==> config.mk <==
export PLATFORM = sky130hd
export DESIGN_NAME = irq_entry_seq
export DESIGN_NICKNAME = d
export VERILOG_FILES = /design/src/rtl/irq_seq_pkg.sv /design/src/rtl/irq_seq_ctrl.sv /design/src/rtl/irq_seq_addr.sv /design/src/rtl/irq_seq_psw.sv /design/src/rtl/irq_entry_seq.sv
export SDC_FILE = /design/constraint.sdc
export NUM_CORES = 1
export LEC_CHECK = 0
export ABC_CLOCK_PERIOD_IN_PS = 5850
export BUFFER_PORTS_ARGS = -buffer_cell sky130_fd_sc_hd__buf_2
export CORE_ASPECT_RATIO = 0.75
export CORE_MARGIN = 2
export CORE_UTILIZATION = 25
export DETAILED_ROUTE_END_ITERATION = 8
export GPL_ROUTABILITY_DRIVEN = 0
export PLACE_DENSITY_LB_ADDON = 0.15
export SLEW_MARGIN = 20
export SYNTH_ARGS = -nofsm -noshare
export SYNTH_HDL_FRONTEND = slang
export SYNTH_SLANG_ARGS = --single-unit
export TNS_END_PERCENT = 5
==> constraint.sdc <==
create_clock -name clk -period 5.85 [get_ports clk]
set_input_delay 0.2925 -clock clk [delete_from_list [all_inputs] [get_ports clk]]
set_output_delay 0.2925 -clock clk [all_outputs]
set_load 0.01 [all_outputs]
==> src/rtl/irq_seq_pkg.sv <==
package irq_seq_pkg;
   typedef enum logic [2:0] {
      ST_IDLE,
      ST_PUSH_SR,
      ST_PUSH_RA,
      ST_POP_SR,
      ST_POP_RA
   } seq_state_e;
endpackage

==> src/rtl/irq_seq_ctrl.sv <==
module irq_seq_ctrl
   import irq_seq_pkg::*;
(
   input  logic       clk,
   input  logic       rst_n,
   input  logic       acc_valid,
   input  logic       rti_req,
   input  logic       mem_ready,
   output seq_state_e state,
   output logic       take_entry,
   output logic       take_rti,
   output logic       got_sr,
   output logic       fin_entry,
   output logic       fin_rti
);
   seq_state_e nxt;

   // grant wins over a simultaneous return request
   assign take_entry = (state == ST_IDLE) && acc_valid;
   assign take_rti   = (state == ST_IDLE) && !acc_valid && rti_req;
   assign got_sr     = (state == ST_POP_SR) && mem_ready;
   assign fin_entry  = (state == ST_PUSH_RA) && mem_ready;
   assign fin_rti    = (state == ST_POP_RA) && mem_ready;

   always_comb begin
      nxt = state;
      unique case (state)
         ST_IDLE: begin
            if (take_entry)    nxt = ST_PUSH_SR;
            else if (take_rti) nxt = ST_POP_SR;
         end
         ST_PUSH_SR: if (mem_ready) nxt = ST_PUSH_RA;
         ST_PUSH_RA: if (mem_ready) nxt = ST_IDLE;
         ST_POP_SR:  if (mem_ready) nxt = ST_POP_RA;
         ST_POP_RA:  if (mem_ready) nxt = ST_IDLE;
         default:    nxt = ST_IDLE;
      endcase
   end

   always_ff @(posedge clk) begin
      if (!rst_n) state <= ST_IDLE;
      else        state <= nxt;
   end
endmodule

==> src/rtl/irq_seq_addr.sv <==
module irq_seq_addr
   import irq_seq_pkg::*;
#(
   parameter int XLEN = 32
) (
   input  seq_state_e      state,
   input  logic [XLEN-1:0] sp_base,
   output logic            mem_req,
   output logic            mem_we,
   output logic [XLEN-1:0] mem_addr,
   output logic [XLEN-1:0] sp_entry,
   output logic [XLEN-1:0] sp_rti
);
   localparam logic [XLEN-1:0] WORD  = XLEN'(4);
   localparam logic [XLEN-1:0] FRAME = XLEN'(8);

   assign sp_entry = sp_base - FRAME;
   assign sp_rti   = sp_base + FRAME;

   always_comb begin
      mem_req  = 1'b1;
      mem_we   = 1'b0;
      mem_addr = sp_base;
      unique case (state)
         ST_PUSH_SR: begin mem_we = 1'b1; mem_addr = sp_base - FRAME; end
         ST_PUSH_RA: begin mem_we = 1'b1; mem_addr = sp_base - WORD;  end
         ST_POP_SR:  mem_addr = sp_base;
         ST_POP_RA:  mem_addr = sp_base + WORD;
         default:    mem_req = 1'b0;
      endcase
   end
endmodule

==> src/rtl/irq_seq_psw.sv <==
module irq_seq_psw #(
   parameter int XLEN          = 32,
   parameter int LVL_W         = 3,
   parameter int IE_POS        = 11,
   parameter int IM_POS        = 8,
   parameter bit NMI_FULL_MASK = 1'b1
) (
   input  logic [XLEN-1:0]  psw_in,
   input  logic [LVL_W-1:0] level,
   input  logic             nmi,
   output logic [XLEN-1:0]  psw_out
);
   logic [LVL_W-1:0] im_val;

   generate
      if (NMI_FULL_MASK) begin : g_nmi_full
         assign im_val = nmi ? {LVL_W{1'b1}} : level;
      end else begin : g_nmi_keep
         assign im_val = nmi ? psw_in[IM_POS +: LVL_W] : level;
      end
   endgenerate

   always_comb begin
      psw_out                   = psw_in;
      psw_out[IE_POS]           = 1'b0;
      psw_out[IM_POS +: LVL_W]  = im_val;
   end
endmodule

==> src/rtl/irq_entry_seq.sv <==
module irq_entry_seq
   import irq_seq_pkg::*;
#(
   parameter int XLEN          = 32,
   parameter int LVL_W         = 3,
   parameter int IE_POS        = 11,
   parameter int IM_POS        = 8,
   parameter bit NMI_FULL_MASK = 1'b1
) (
   input  logic             clk,
   input  logic             rst_n,
   input  logic             acc_valid,
   input  logic [LVL_W-1:0] acc_level,
   input  logic [XLEN-1:0]  acc_vector,
   input  logic             acc_nmi,
   input  logic             rti_req,
   input  logic [XLEN-1:0]  cur_pc,
   input  logic [XLEN-1:0]  cur_psw,
   input  logic [XLEN-1:0]  cur_sp,
   output logic             mem_req,
   output logic             mem_we,
   output logic [XLEN-1:0]  mem_addr,
   output logic [XLEN-1:0]  mem_wdata,
   input  logic [XLEN-1:0]  mem_rdata,
   input  logic             mem_ready,
   output logic             busy,
   output logic             done,
   output logic [XLEN-1:0]  new_pc,
   output logic [XLEN-1:0]  new_psw,
   output logic [XLEN-1:0]  new_sp
);
   generate
      if (XLEN < 8) begin : g_bad_xlen
         $error("XLEN must be at least 8");
      end
      if (LVL_W < 1 || IM_POS + LVL_W > XLEN) begin : g_bad_im
         $error("mask field does not fit in the status word");
      end
      if (IE_POS >= XLEN || (IE_POS >= IM_POS && IE_POS < IM_POS + LVL_W)) begin : g_bad_ie
         $error("enable bit must lie inside the word and outside the mask field");
      end
   endgenerate

   seq_state_e       state;
   logic             take_entry, take_rti, got_sr, fin_entry, fin_rti;
   logic [XLEN-1:0]  sv_pc, sv_psw, sv_sp, sv_vec;
   logic [LVL_W-1:0] sv_lvl;
   logic             sv_nmi;
   logic [XLEN-1:0]  sp_entry, sp_rti, psw_entry;
   logic             done_r;

   irq_seq_ctrl u_ctrl (
      .clk        (clk),
      .rst_n      (rst_n),
      .acc_valid  (acc_valid),
      .rti_req    (rti_req),
      .mem_ready  (mem_ready),
      .state      (state),
      .take_entry (take_entry),
      .take_rti   (take_rti),
      .got_sr     (got_sr),
      .fin_entry  (fin_entry),
      .fin_rti    (fin_rti)
   );

   irq_seq_addr #(.XLEN(XLEN)) u_addr (
      .state    (state),
      .sp_base  (sv_sp),
      .mem_req  (mem_req),
      .mem_we   (mem_we),
      .mem_addr (mem_addr),
      .sp_entry (sp_entry),
      .sp_rti   (sp_rti)
   );

   irq_seq_psw #(
      .XLEN(XLEN), .LVL_W(LVL_W), .IE_POS(IE_POS), .IM_POS(IM_POS),
      .NMI_FULL_MASK(NMI_FULL_MASK)
   ) u_psw (
      .psw_in  (sv_psw),
      .level   (sv_lvl),
      .nmi     (sv_nmi),
      .psw_out (psw_entry)
   );

   assign mem_wdata = (state == ST_PUSH_SR) ? sv_psw : sv_pc;
   assign busy      = (state != ST_IDLE);
   assign done      = done_r;

   always_ff @(posedge clk) begin
      if (!rst_n) begin
         sv_pc   <= '0;
         sv_psw  <= '0;
         sv_sp   <= '0;
         sv_vec  <= '0;
         sv_lvl  <= '0;
         sv_nmi  <= 1'b0;
         new_pc  <= '0;
         new_psw <= '0;
         new_sp  <= '0;
         done_r  <= 1'b0;
      end else begin
         done_r <= 1'b0;
         if (take_entry) begin
            sv_pc  <= cur_pc;
            sv_psw <= cur_psw;
            sv_sp  <= cur_sp;
            sv_vec <= acc_vector;
            sv_lvl <= acc_level;
            sv_nmi <= acc_nmi;
         end
         if (take_rti) sv_sp  <= cur_sp;
         if (got_sr)   sv_psw <= mem_rdata;
         if (fin_entry) begin
            new_pc  <= sv_vec;
            new_psw <= psw_entry;
            new_sp  <= sp_entry;
            done_r  <= 1'b1;
         end
         if (fin_rti) begin
            new_pc  <= mem_rdata;
            new_psw <= sv_psw;
            new_sp  <= sp_rti;
            done_r  <= 1'b1;
         end
      end
   end
endmodule

### Yosys cells after proc, flatten, opt, wreduce, memory -nomap -nowiden

Index checks and enable logic that the tools add are counted.

| storage, ports and cells | value |
|---|---|
| register bits after elaboration | 232 |
| input bits | 169 |
| output and inout bits | 164 |
| word-level logic and storage cells | 62 |

| cells by class | value |
|---|---|
| add/subtract/negate cells | 4 |
| eq/ne operators | 8 |
| muxes and demuxes | 23 |
| reduce and logical (&&, ||, !) cells | 16 |

Operators by type and width:

| kind | count |
|---|---|
| two-way mux 32 bit | 11 |
| one-hot mux 32 bit (3 select lines) | 1 |
| adder 32 x 3 -> 32 bit, second input constant | 1 |
| adder 32 x 4 -> 32 bit, second input constant | 1 |
| subtractor 32 x 3 -> 32 bit, second input constant | 1 |
| subtractor 32 x 4 -> 32 bit, second input constant | 1 |
| two-way mux 3 bit | 6 |
| one-hot mux 3 bit (4 select lines) | 1 |
| equality test 3 x 2 -> 1 bit, second input constant | 2 |
| logical AND 1 bit | 6 |
| nonzero test 2 bit | 3 |
| two-way mux 1 bit | 4 |
| != test 2 bit, second input constant | 2 |
| AND reduction 4 bit | 1 |
| OR reduction 2 bit | 2 |
| OR reduction 4 bit | 1 |
| equality test 3 x 1 -> 1 bit, second input constant | 1 |
| equality test 3 bit, second input constant | 1 |
| zero test 3 bit | 1 |
| != test 3 bit, second input constant | 1 |
| nonzero test 3 bit | 1 |
| != test 2 x 1 -> 1 bit, second input constant | 1 |
| zero test 1 bit | 1 |

### Depth between registers and ports, before layout

Gate-level depths: netlist (run 1).

| depth | value |
|---|---|
| word-level depth | 6 |
| mapped depth | 15 |
| gate-level depth less buffers | 12 |

### Hierarchy

From an unflattened synthesis (run 1), not the netlist that was laid out.

| second synthesis, totals | value |
|---|---|
| cell total of the unflattened synthesis | 1,585 |
| area, all modules | 14,988.1 um2 |

By module, submodules not included:

| module | instances | cells an instance | area an instance (um2) | seq. area each (um2) |
|---|---|---|---|---|
| irq_entry_seq | 1 | 972 | 10,859.2 | 4,584.4 |
| irq_seq_addr | 1 | 561 | 3,717.3 | 0.0 |
| irq_seq_psw | 1 | 33 | 240.2 | 0.0 |
| irq_seq_ctrl | 1 | 19 | 171.4 | 60.1 |

### Worst setup path before layout (run 1)

Ideal clock, no wire load.

| timing | value |
|---|---|
| kind | reg2out |
| start point | register u_ctrl.state[2] |
| end point | output port mem_addr[27] |
| arrival time | 4,293 ps |
| required time | 5,558 ps |
| setup slack | 1,264 ps |
| cell stages (with the launch flop) | 15 |
| buffers on the path | 2 |
| cell sequence | dfxtp_1 -> clkbuf_1 -> nor3b_1 -> clkinv_1 -> clkbuf_1 -> ha_1 -> and3_1 -> a221oi_2 -> o21ai_1 -> a211o_1 -> o21ai_1 -> o21ai_1 -> a221oi_1 -> mux2i_1 -> o211ai_1 |

| on the way | value |
|---|---|
| cells in the longest elaborated chain, start to end | 2 |
| elaborated cells on any way between the ends | 4 |
| classes of those cells | eq/ne (3); mux (1) |

RTL lines:

| element | line | RTL |
|---|---|---|
| start: declaration | irq_seq_ctrl.sv:9 | `output seq_state_e state,` |
| start signal: assignment | irq_seq_ctrl.sv:42 | `else state <= nxt;` |
| equality test 3 bit, or another cell as far along | irq_seq_addr.sv:24 | `unique case (state)` |
| one-hot mux 32 bit (3 select lines) (*) | irq_seq_addr.sv:24 |  |
| end: declaration | irq_entry_seq.sv:22 | `output logic [XLEN-1:0] mem_addr,` |

Every way passes the cells marked *; elsewhere a longest branch is shown, timed or not.

### Worst setup path after layout (run 1)

| timing | value |
|---|---|
| start point | register u_ctrl.state[2] |
| end point | output port mem_addr[31] |

Same word-level chain as after synthesis.

==> results.tsv, run 1 <==
stage	metric	value	unit
cts	clk_pin_slew	0.06	ns
global_routing	grt-ovfl-total	0	
finish	nNetsFinal	2294	
hold_path	hold_class	in -> reg	
yosys	synth-compound-area-share	21.7	%
cts	cts_resized	0	
place	dp_slack	1.20	ns
worst_setup_path	cp_max_fo	29	
worst_setup_path	path_cells	nor3b_2, inv_2, ha_1, a21o_1, a21o_1, a21oi_1, o21ai_0, a2111oi_0, a21boi_0, o31ai_1, a32oi_1, buf_2	
worst_setup_path	cp_data_required_time	5.56	ns
worst_setup_path	worst_setup_path_start_kind	flop	
yosys	ys_ff_latch	232	
worst_setup_path	max_stage_delay	0.84	ns
yosys	syn_inst	1731	
cts	cts_tree	yes	
cts	cts_buffers	28	
yosys	syn_nets	1937	
timing	max_freq	186	MHz
route	routed_wl	52.9	mm
timing	timing.final.crit_period	5.37	ns
route	ant_nets	0	
cts	cts-root-buf	clkbuf_16	
worst_setup_path	critPathBufInv	2	
timing	clock_skew	0.0119	ns
cts	clk_path_buf_depth	3	
floorplanning	core	48800	sq um
global_routing	grt.total_usage	19.8	%
timing	slew_violations	0	
route	met1Wirelength	25.8	mm
run	max_cap_viol_count	0	
floorplanning	core.rowCount	70	
finish	syn_to_final_growth	34.3	%
timing	fin_crit_sh	91.8	%
yosys	ys.flop_type	dfxtp_1	
pwr	leakage	0.00700	uW
timing	tns	0	ns
floorplanning	ios	333	
floorplanning	die_area	51300	sq um
yosys	synth_common_cells	nand2_1, dfxtp_1, a21oi_1	
yosys	postSynthAreaPerCell	7.15	sq um
yosys	yosysTopAreaCellShare	37.5	%
yosys	synth_top_family_by_area	simple AND/OR/NAND/NOR gates	
cts	cts_sinks	232	
worst_setup_path	cpMaxStageDelayCell	a2111oi_0	
yosys	synthDistinctLibCells	63	
timing	finalWorstSetupSlack	0.479	ns
timing	tightest_slew	1.09	ns
yosys	synth_fa_ha_area_share	3.80	%
outcome	status	finished, final reports clean	
pwr	peakVddDrop	0.000166	V
yosys	yosys.area_share.xor_xnor	3.89	%
timing	setup_viol	0	
worst_setup_path	endpoint_kind	primary output	
yosys	syn_area	12400	sq um
finish	fillerInstances	5303	
route	drt-wirelength-per-cell	19.2	um
yosys	synth_top_area_cell	dfxtp_1	
route	drt-initial-drc-count	1073	
timing	max_slew_margin	27.5	%
route	vias	13700	
yosys	yosysMostFrequentCell	nand2_1	
place	io_buffer_count	332	
yosys	synthArstFlopShare	0	%
yosys	synth-simple-area-share	27.1	%
place	hpwl	36.6	mm
global_routing	antenna_found_initial	4	
cts	post_cts_buffers	0	
route	viasPerCell	4.96	
route	met3_length	3.34	mm
yosys	synth_edf_count	0	
floorplanning	die_w	261	um
global_routing	grt_max_degree	117	
route	drc	0	
yosys	synth-seq-area-share	37.5	%
route	wl_met2	22.3	mm
worst_setup_path	cp_top_family	compound AO/OA/AOI/OAI gates	
pwr	cellPowerDensity	309	nW/um^2
yosys	yosys-top-cells-area	dfxtp_1, nand2_1, a21oi_1	
timing	hold_violations	0	
timing	rsz0062_at_grt	false	
route	drtPass1Iterations	5	
place	dp_cells	2586	
global_routing	grt_pass1_wl	79.2	mm
cts	htree_levels	1	
worst_setup_path	criticalPathCategory	reg -> out	
finish	instances_no_fill	2761	
worst_setup_path	worstPathArrival	5.08	ns
cts	insertion_delay	0.56	ns
floorplanning	start_util	25.4	%
floorplanning	die_height	197	um
yosys	yosysWarnings	0	
yosys	synth_mux_area_share	0.890	%
worst_setup_path	crit_top_cell	a21o_1	
finish	final_layout_size_suffix_gt1_share	19.9	%
route	dr.max_layer_used	met4	
global_routing	grt_pass1_vias	13100	
-- where the power goes --
group | internal (uW) | switching [uW] | total [uW]
Clock | 1060 | 721 | 1780
Sequential | 1700 | 137 | 1840
Combinational | 571 | 938 | 1510
Total | 3330 | 1800 | 5130
-- final cells by class --
class	instances	area, sq um	share of cell area (%)
diodes	4	10.0	0.0603
clock buffers	42	825	4.96
clock inverters	9	105	0.633
inverters	17	68.8	0.414
multi-input cells	1339	7150	43.0
flip-flops and latches	232	4640	28.0
well taps	648	811	4.88
repair buffers	470	3000	18.1
-- kinds of logic (layout without fill, tap and decap cells) --
group                      after synthesis  after routing
and+or+nand+nor                        803            803
AOI/OAI and AO/OA                      433            433
DFF                                    232            232
buffers and inverters                  160            538
xor gates and xnor gates                55             55
adders and majority gates               37             37
muxes                                   11             11
other                                    0              4
-- routing by layer --
layer / up-vias / GRT usage [%]
met5: - / 0
met4: 0 / 5.27
met3: 85 / 3.85
met2: 422 / 29.5
met1: 6514 / 28.9
li1: 6684 / -
-- flip-flops by register name, summed over array words and instances, names as in the netlist --
name,cells
new_psw,32
new_sp,32
sv_nmi,1
sv_pc,32
u_ctrl.state,3
sv_psw,32
sv_vec,32
sv_sp,32
done,1
new_pc,32
sv_lvl,3
-- worst reg2reg max path, delay by kind of cell, from the launching register on --
kind	cells	cell delay (ns)
AND/OR/NAND/NOR	3	1.19
buffers and inverters	3	1.09
AO/OA/AOI/OAI	2	1.05
flip-flops	1	0.32
-- cell usage in the layout (no fill, tap or decap), drive strengths merged, types with 4 or more instances in the layout --
cell type	count
nand2	530
buf	350
dfxtp	232
a21oi	203
nor2	145
dlygate4sd3	120
o21ai	73
o221ai	42
clkbuf	42
ha	36
a311oi	35
xnor2	30
nand3	27
nor3	27
xor2	25
inv	16
a21o	14
nand4	14
mux2i	11
nor4	11
nor2b	10
and3	10
a22oi	10
a31oi	10
or3	10
o22ai	8
clkinv	7
nand2b	5
a211oi	5
and2	5
diode	4
a221oi	4
-- worst paths after layout --
path	from	end	slack (ns)	cells after the start
worst max-delay path	u_ctrl.state[2]	mem_addr[31]	0.48	12
worst max register to register	u_ctrl.state[1]	new_pc[29]	2.10	8
worst min-delay path	mem_rdata[14]	new_pc[14]	0.03	3
worst min register to register	new_sp[17]	new_sp[17]	0.45	2
-- through the flow --
stage               total power [uW]  util [%]  hold WS [ns]  instance area, sq um
floorplan                       2760         -         0.428                 12400
global placement                3300      29.6         0.438                 14500
detailed placement              3310      29.6         0.445                 14500
CTS                             5190      34.0       0.00185                 16600
global route                    5430      34.0        0.0149                 16600
finish                          5130      34.0        0.0332                 16600
-- repair_timing --
item	4_1_cts	5_1_grt
setup endpoints to repair	0	0
hold buffers	120	0
endpoints found under the hold margin	120	0
(Power assumes the default switching activity.)
==> run 2, diff against run 1 <==
Settings changed: REMOVE_ABC_BUFFERS from default to 1.
==> run 2 against run 1 <==
  * Register-to-register slack improved by 0.09 ns
  * Power up 0.72%
  * Routed wire length decreased by 2.9%
  * Sequential power barely moved
  * Clock power increased by 3%
  * Largest cell class unchanged
  * Final cell count hardly changed
  * Critical path depth did not move
  * Non-clock buffer count grew 6
==> results.tsv, run 2 (same netlist as run 1, synthesis figures left out) <==
stage	metric	value	unit	change
pwr	cellPowerDensity	310	nW/um^2	was 309 nW/um^2
place	hpwl	35.0	mm	was 36.6 mm
timing	tns	0	ns	unchanged
global_routing	grt_max_degree	102		was 117
timing	max_freq	190	MHz	was 186 MHz
finish	nNetsFinal	2300		was 2294
cts	cts_resized	0		unchanged
run	max_cap_viol_count	0		unchanged
outcome	status	finished, final reports clean		unchanged
route	viasPerCell	4.90		was 4.96
floorplanning	start_util	25.4	%	unchanged
global_routing	grt_pass1_wl	77.2	mm	was 79.2 mm
pwr	p_comb_share	28.8	%	was 29.4%
worst_setup_path	max_stage_delay	0.89	ns	was 0.84 ns
worst_setup_path	cp_top_family	compound AO/OA/AOI/OAI gates		unchanged
finish	final_layout_size_suffix_gt1_share	20.0	%	was 19.9%
pwr	clockPowerShare	35.7	%	was 34.7%
cts	insertion_delay	0.56	ns	about the same
finish	layout_commonest_cell	nand2_1		unchanged
route	drt-wirelength-per-cell	18.6	um	was 19.2 um
timing	slew_violations	0		unchanged
route	drc	0		unchanged
floorplanning	core.rowCount	70		unchanged
route	vias	13500		was 13700
cts	cts_sinks	232		unchanged
floorplanning	die_height	197	um	unchanged
place	io_buffer_count	332		unchanged
timing	clock_skew	0.0118	ns	was 0.0119 ns
timing	rsz0062_at_grt	false		unchanged
global_routing	grt.total_usage	19.2	%	was 19.8%
worst_setup_path	cp_max_fo	34		was 29
timing	setup_viol	0		unchanged
cts	cts_tree	yes		unchanged
worst_setup_path	path_cells	nor3b_2, inv_2, ha_1, a21o_1, a21o_1, a21oi_1, o21ai_0, a2111oi_0, a21boi_0, o31ai_1, a32oi_1, buf_2		unchanged
place	dp_slack	1.15	ns	was 1.20 ns
route	drtPass1Iterations	5		unchanged
cts	cts_buffers	28		unchanged
route	routed_wl	51.4	mm	was 52.9 mm
pwr	peakVddDrop	0.000201	V	was 0.000166 V
pwr	switching_share	34.1	%	was 35.0%
worst_setup_path	endpoint_kind	primary output		unchanged
worst_setup_path	cp_data_required_time	5.56	ns	about the same
route	drt-initial-drc-count	1024		was 1073
hold_path	hold_class	in -> reg		unchanged
finish	final_cell_mix	nand2_1, buf_2, dfxtp_1		unchanged
timing	fin_crit_sh	89.8	%	was 91.8%
cts	cts-root-buf	clkbuf_16		unchanged
hold_path	hold_depth	3		unchanged
timing	finalWorstSetupSlack	0.595	ns	was 0.479 ns
pwr	p_int	3400	uW	was 3330 uW
global_routing	grt-ovfl-total	0		unchanged
worst_setup_path	worst_setup_path_start_kind	flop		unchanged
worst_setup_path	cpMaxStageDelayCell	a2111oi_0		unchanged
worst_setup_path	crit_top_cell	a21o_1		unchanged
cts	clk_pin_slew	0.06	ns	about the same
worst_setup_path	r2r_setup_slack	2.19	ns	was 2.10 ns
finish	instances_no_fill	2760		was 2761
floorplanning	ios	333		unchanged
cts	clk_path_buf_depth	3		unchanged
finish	syn_to_final_growth	34.7	%	was 34.3%
worst_setup_path	timing.rr.start	u_ctrl.state[2]		was u_ctrl.state[1]
hold_path	hold_end	new_pc[27]		was new_pc[14]
worst_setup_path	worstPathArrival	4.96	ns	was 5.08 ns
timing	tightest_slew	1.12	ns	was 1.09 ns
floorplanning	core	48800	sq um	unchanged
place	dp_cells	2592		was 2586
route	ant_nets	0		unchanged
cts	htree_levels	1		unchanged
timing	max_slew_margin	25.0	%	was 27.5%
hold_path	hp-start	mem_rdata[27]		was mem_rdata[14]
timing	hold_violations	0		unchanged
pwr	p_seq_share	35.5	%	was 35.9%
worst_setup_path	r2r-end	new_sp[24]		was new_pc[29]
worst_setup_path	critPathBufInv	2		unchanged
global_routing	antenna_found_initial	3		was 4
pwr	power_switching	1760	uW	was 1800 uW
worst_setup_path	criticalPathCategory	reg -> out		unchanged
floorplanning	die_area	51300	sq um	unchanged
cts	post_cts_buffers	0		unchanged
pwr	leakage	0.00705	uW	was 0.00700 uW
finish	num_antenna_cells	0		was 4
global_routing	grt_pass1_vias	12900		was 13100
floorplanning	die_w	261	um	unchanged
worst_setup_path	reg2reg_depth	10		was 8
timing	timing.final.crit_period	5.26	ns	was 5.37 ns
run 2: area by class of cell:
class	instances	area, sq um
Clock inverter	8	140
Fill cell	5312	32100
Inverter	17	68.8
Timing Repair Buffer	476	3060
Tap cell	648	811
Sequential cell	232	4640
Clock buffer	40	807
Multi-Input combinational cell	1339	7140
run 2: tightest hold or removal path: stages:
cell and delay (ns):
buf_2 0.11, nand2_1 0.05, a311oi_1 0.08
run 2: power groups by stage:
stage	sequential, uW	combinational, uW	clock (uW)
global route	1850	1650	1960
detailed placement	1870	1430	0
CTS	1830	1500	1910
finish	1830	1490	1840
global placement	1860	1420	0
floorplan	1850	870	0
run 2: timing repair:
item                       in CTS  in global routing
setup endpoints to repair       0                  0
hold buffers                  120                  0
hold endpoints to repair      120                  0
run 2: metal layers:
| metal | up-vias | wire length [um] | track usage [%] |
|---|---|---|---|
| li1 | 6668 | - | - |
| met1 | 6441 | 25800 | 28.4 |
| met2 | 360 | 21800 | 29.1 |
| met3 | 46 | 2900 | 3.46 |
| met4 | 2 | 832 | 3.45 |
| met5 | - | 7 | 0 |
run 2: per-stage QoR:
step,hold WS (ns),power [uW],utilization [%],instance area [sq um]
global placement,0.439,3280,29.8,14500
detailed placement,0.444,3290,29.8,14500
floorplan,0.414,2720,-,11800
finish,0.0315,5160,34.2,16700
CTS,0.000287,5240,34.2,16700
global route,0.0162,5460,34.2,16700
run 2: how the worst max path moves through the flow:
stage,start,endpoint,slack (ns),depth (start not counted)
3_3_place_gp,u_ctrl.state[2],mem_addr[31],1.36,13
6_report,u_ctrl.state[2],mem_addr[31],0.59,12
4_1_cts,u_ctrl.state[2],mem_addr[31],0.53,12
5_1_grt,u_ctrl.state[2],mem_addr[31],0.14,12
3_5_place_dp,u_ctrl.state[2],mem_addr[31],1.15,12
2_1_floorplan,u_ctrl.state[1],mem_addr[27],-2.52,12
==> run 3, diff against run 2 <==
Settings changed: PLACE_DENSITY_LB_ADDON 0.15 to 0.2.
==> run 3 against run 2 <==
  * Critical path depth is the same
  * Global-route usage shrank 0.20 points
  * Clock power shrank 3%
  * Worst hold slack lost 0.0024 ns
==> results.tsv, run 3 (same netlist as run 1, synthesis figures left out) <==
stage	metric	value	unit	change
global_routing	grt-ovfl-total	0		unchanged
global_routing	grt.total_usage	19.0	%	was 19.2%
global_routing	grt_max_degree	100		was 102
timing	slew_violations	0		unchanged
worst_setup_path	cp_max_fo	24		was 34
cts	cts_resized	0		unchanged
route	viasPerCell	4.92		was 4.90
finish	syn_to_final_growth	34.5	%	was 34.7%
worst_setup_path	criticalPathCategory	reg -> out		unchanged
timing	fin_hold_ws	0.0292	ns	was 0.0315 ns
pwr	leakage	0.00703	uW	was 0.00705 uW
global_routing	grt_pass1_wl	76.7	mm	was 77.2 mm
global_routing	grt_pass1_vias	12900		about the same
cts	clk_pin_slew	0.06	ns	about the same
place	dp_slack	1.36	ns	was 1.15 ns
finish	final_layout_size_suffix_gt1_share	20.4	%	was 20.0%
worst_setup_path	worst_setup_path_start_kind	flop		unchanged
route	drtPass1Iterations	5		unchanged
outcome	status	finished, final reports clean		unchanged
worst_setup_path	crit_top_cell	a21o_1		unchanged
route	drt-initial-drc-count	943		was 1024
timing	setup_viol	0		unchanged
timing	timing.final.crit_period	5.15	ns	was 5.26 ns
pwr	cellPowerDensity	307	nW/um^2	was 310 nW/um^2
worst_setup_path	reg2reg_depth	9		was 10
floorplanning	core.rowCount	70		unchanged
hold_path	hp-start	mem_rdata[18]		was mem_rdata[27]
hold_path	hold_end	new_pc[18]		was new_pc[27]
route	routed_wl	50.5	mm	was 51.4 mm
pwr	power.total	5100	uW	was 5160 uW
floorplanning	ios	333		unchanged
worst_setup_path	path_cells	nor3b_2, inv_2, ha_1, a21o_1, a21o_1, a21oi_1, o21ai_0, a2111oi_0, a21boi_0, o31ai_1, a32oi_1, buf_2		unchanged
global_routing	antenna_found_initial	1		was 3
timing	tightest_slew	1.11	ns	was 1.12 ns
timing	max_slew_margin	26.0	%	was 25.0%
route	ant_nets	0		unchanged
hold_path	hold_depth	3		unchanged
worst_setup_path	worstPathArrival	4.85	ns	was 4.96 ns
finish	final_cell_mix	nand2_1, buf_2, dfxtp_1		unchanged
place	io_buffer_count	332		unchanged
worst_setup_path	cp_data_required_time	5.56	ns	about the same
worst_setup_path	max_stage_delay	0.88	ns	was 0.89 ns
cts	insertion_delay	0.56	ns	about the same
floorplanning	die_w	261	um	unchanged
cts	cts_sinks	232		unchanged
timing	finalWorstSetupSlack	0.705	ns	was 0.595 ns
worst_setup_path	critPathBufInv	2		unchanged
cts	cts_buffers	28		unchanged
worst_setup_path	cp_top_family	compound AO/OA/AOI/OAI gates		unchanged
cts	cts_tree	yes		unchanged
cts	post_cts_buffers	0		unchanged
pwr	peakVddDrop	0.000218	V	was 0.000201 V
timing	fin_crit_sh	88.0	%	was 89.8%
cts	clk_path_buf_depth	3		unchanged
worst_setup_path	endpoint_kind	primary output		unchanged
cts	postCtsHoldBufs	120		unchanged
finish	fillerInstances	5242		was 5312
finish	layout_commonest_cell	nand2_1		unchanged
timing	clock_skew	0.00696	ns	was 0.0118 ns
timing	max_freq	194	MHz	was 190 MHz
route	drt-wirelength-per-cell	18.3	um	was 18.6 um
cts	htree_levels	1		unchanged
worst_setup_path	r2r-end	new_sp[30]		was new_sp[24]
floorplanning	die_area	51300	sq um	unchanged
finish	nNetsFinal	2298		was 2300
timing	rsz0062_at_grt	false		unchanged
worst_setup_path	r2r_setup_slack	1.92	ns	was 2.19 ns
route	drc	0		unchanged
worst_setup_path	cpMaxStageDelayCell	a2111oi_0		unchanged
worst_setup_path	timing.rr.start	u_ctrl.state[2]		unchanged
route	vias	13600		was 13500
hold_path	hold_class	in -> reg		unchanged
floorplanning	start_util	25.4	%	unchanged
timing	hold_violations	0		unchanged
floorplanning	die_height	197	um	unchanged
place	hpwl	34.0	mm	was 35.0 mm
floorplanning	core	48800	sq um	unchanged
cts	cts-root-buf	clkbuf_16		unchanged
run	max_cap_viol_count	0		unchanged
run 3: cell count changes in the layout (fill, tap and decap cells not counted), sizes merged:
cell / before / now
clkinv: 5 / 12
clkbuf: 40 / 35
bufinv: 4 / 1
clkinvlp: 0 / 3
buf: 356 / 354
inv: 16 / 18
diode: 0 / 1
run 3: cell type report:
class,instances,area (sq um),share of cell area (%)
clock buffer,35,798,4.80
clock inverter,17,144,0.865
tap,648,811,4.87
sequential,232,4640,27.9
timing repair buffer,474,3030,18.2
multi-input combinational,1339,7140,42.9
antenna,1,2.50,0.0150
inverter,17,68.8,0.414
run 3: worst max path at each step:
stage | startpoint | end | depth (start not counted)
final | u_ctrl.state[2] | mem_addr[31] | 12
after CTS | u_ctrl.state[2] | mem_addr[31] | 12
after detailed placement | u_ctrl.state[2] | mem_addr[31] | 12
after global placement | u_ctrl.state[2] | mem_addr[31] | 12
after floorplan | u_ctrl.state[1] | mem_addr[27] | 12
after global routing | u_ctrl.state[2] | mem_addr[31] | 12
run 3: routing by layer:
metal	vias up	part of all wire [%]	track usage, %
met5	-	0.026	0
met4	2	1.7	3.58
met3	50	6.9	4.18
met2	406	43	28.9
met1	6457	49	27.5
li1	6687	-	-
run 3: worst reg2reg max path: stages, from the launching register on:
cell	delay (ns)
dfxtp_1	0.74
nor3b_2	0.33
buf_4	0.54
nand2_1	0.49
nor3_1	0.73
nand2_1	0.22
nor2_1	0.35
a41oi_1	0.20
nand4_1	0.13
o211ai_1	0.09
run 3: report_power, final:
group | internal (uW) | leakage [uW] | total (uW) | switching, uW
clock | 1020 | 0.000462 | 1780 | 764
combinational | 575 | 0.00467 | 1490 | 910
sequential | 1700 | 0.00190 | 1830 | 130
run 3: per-stage QoR:
step                      TNS (ns)  util [%]  cell area (sq um)  cells
after global placement           0      29.7              14500   2590
after CTS                        0      34.1              16600   2762
after floorplan             -60.65         -              11800   1588
final                            0      34.1              16600   2763
after global routing             0      34.1              16600   2762
after detailed placement         0      29.7              14500   2590
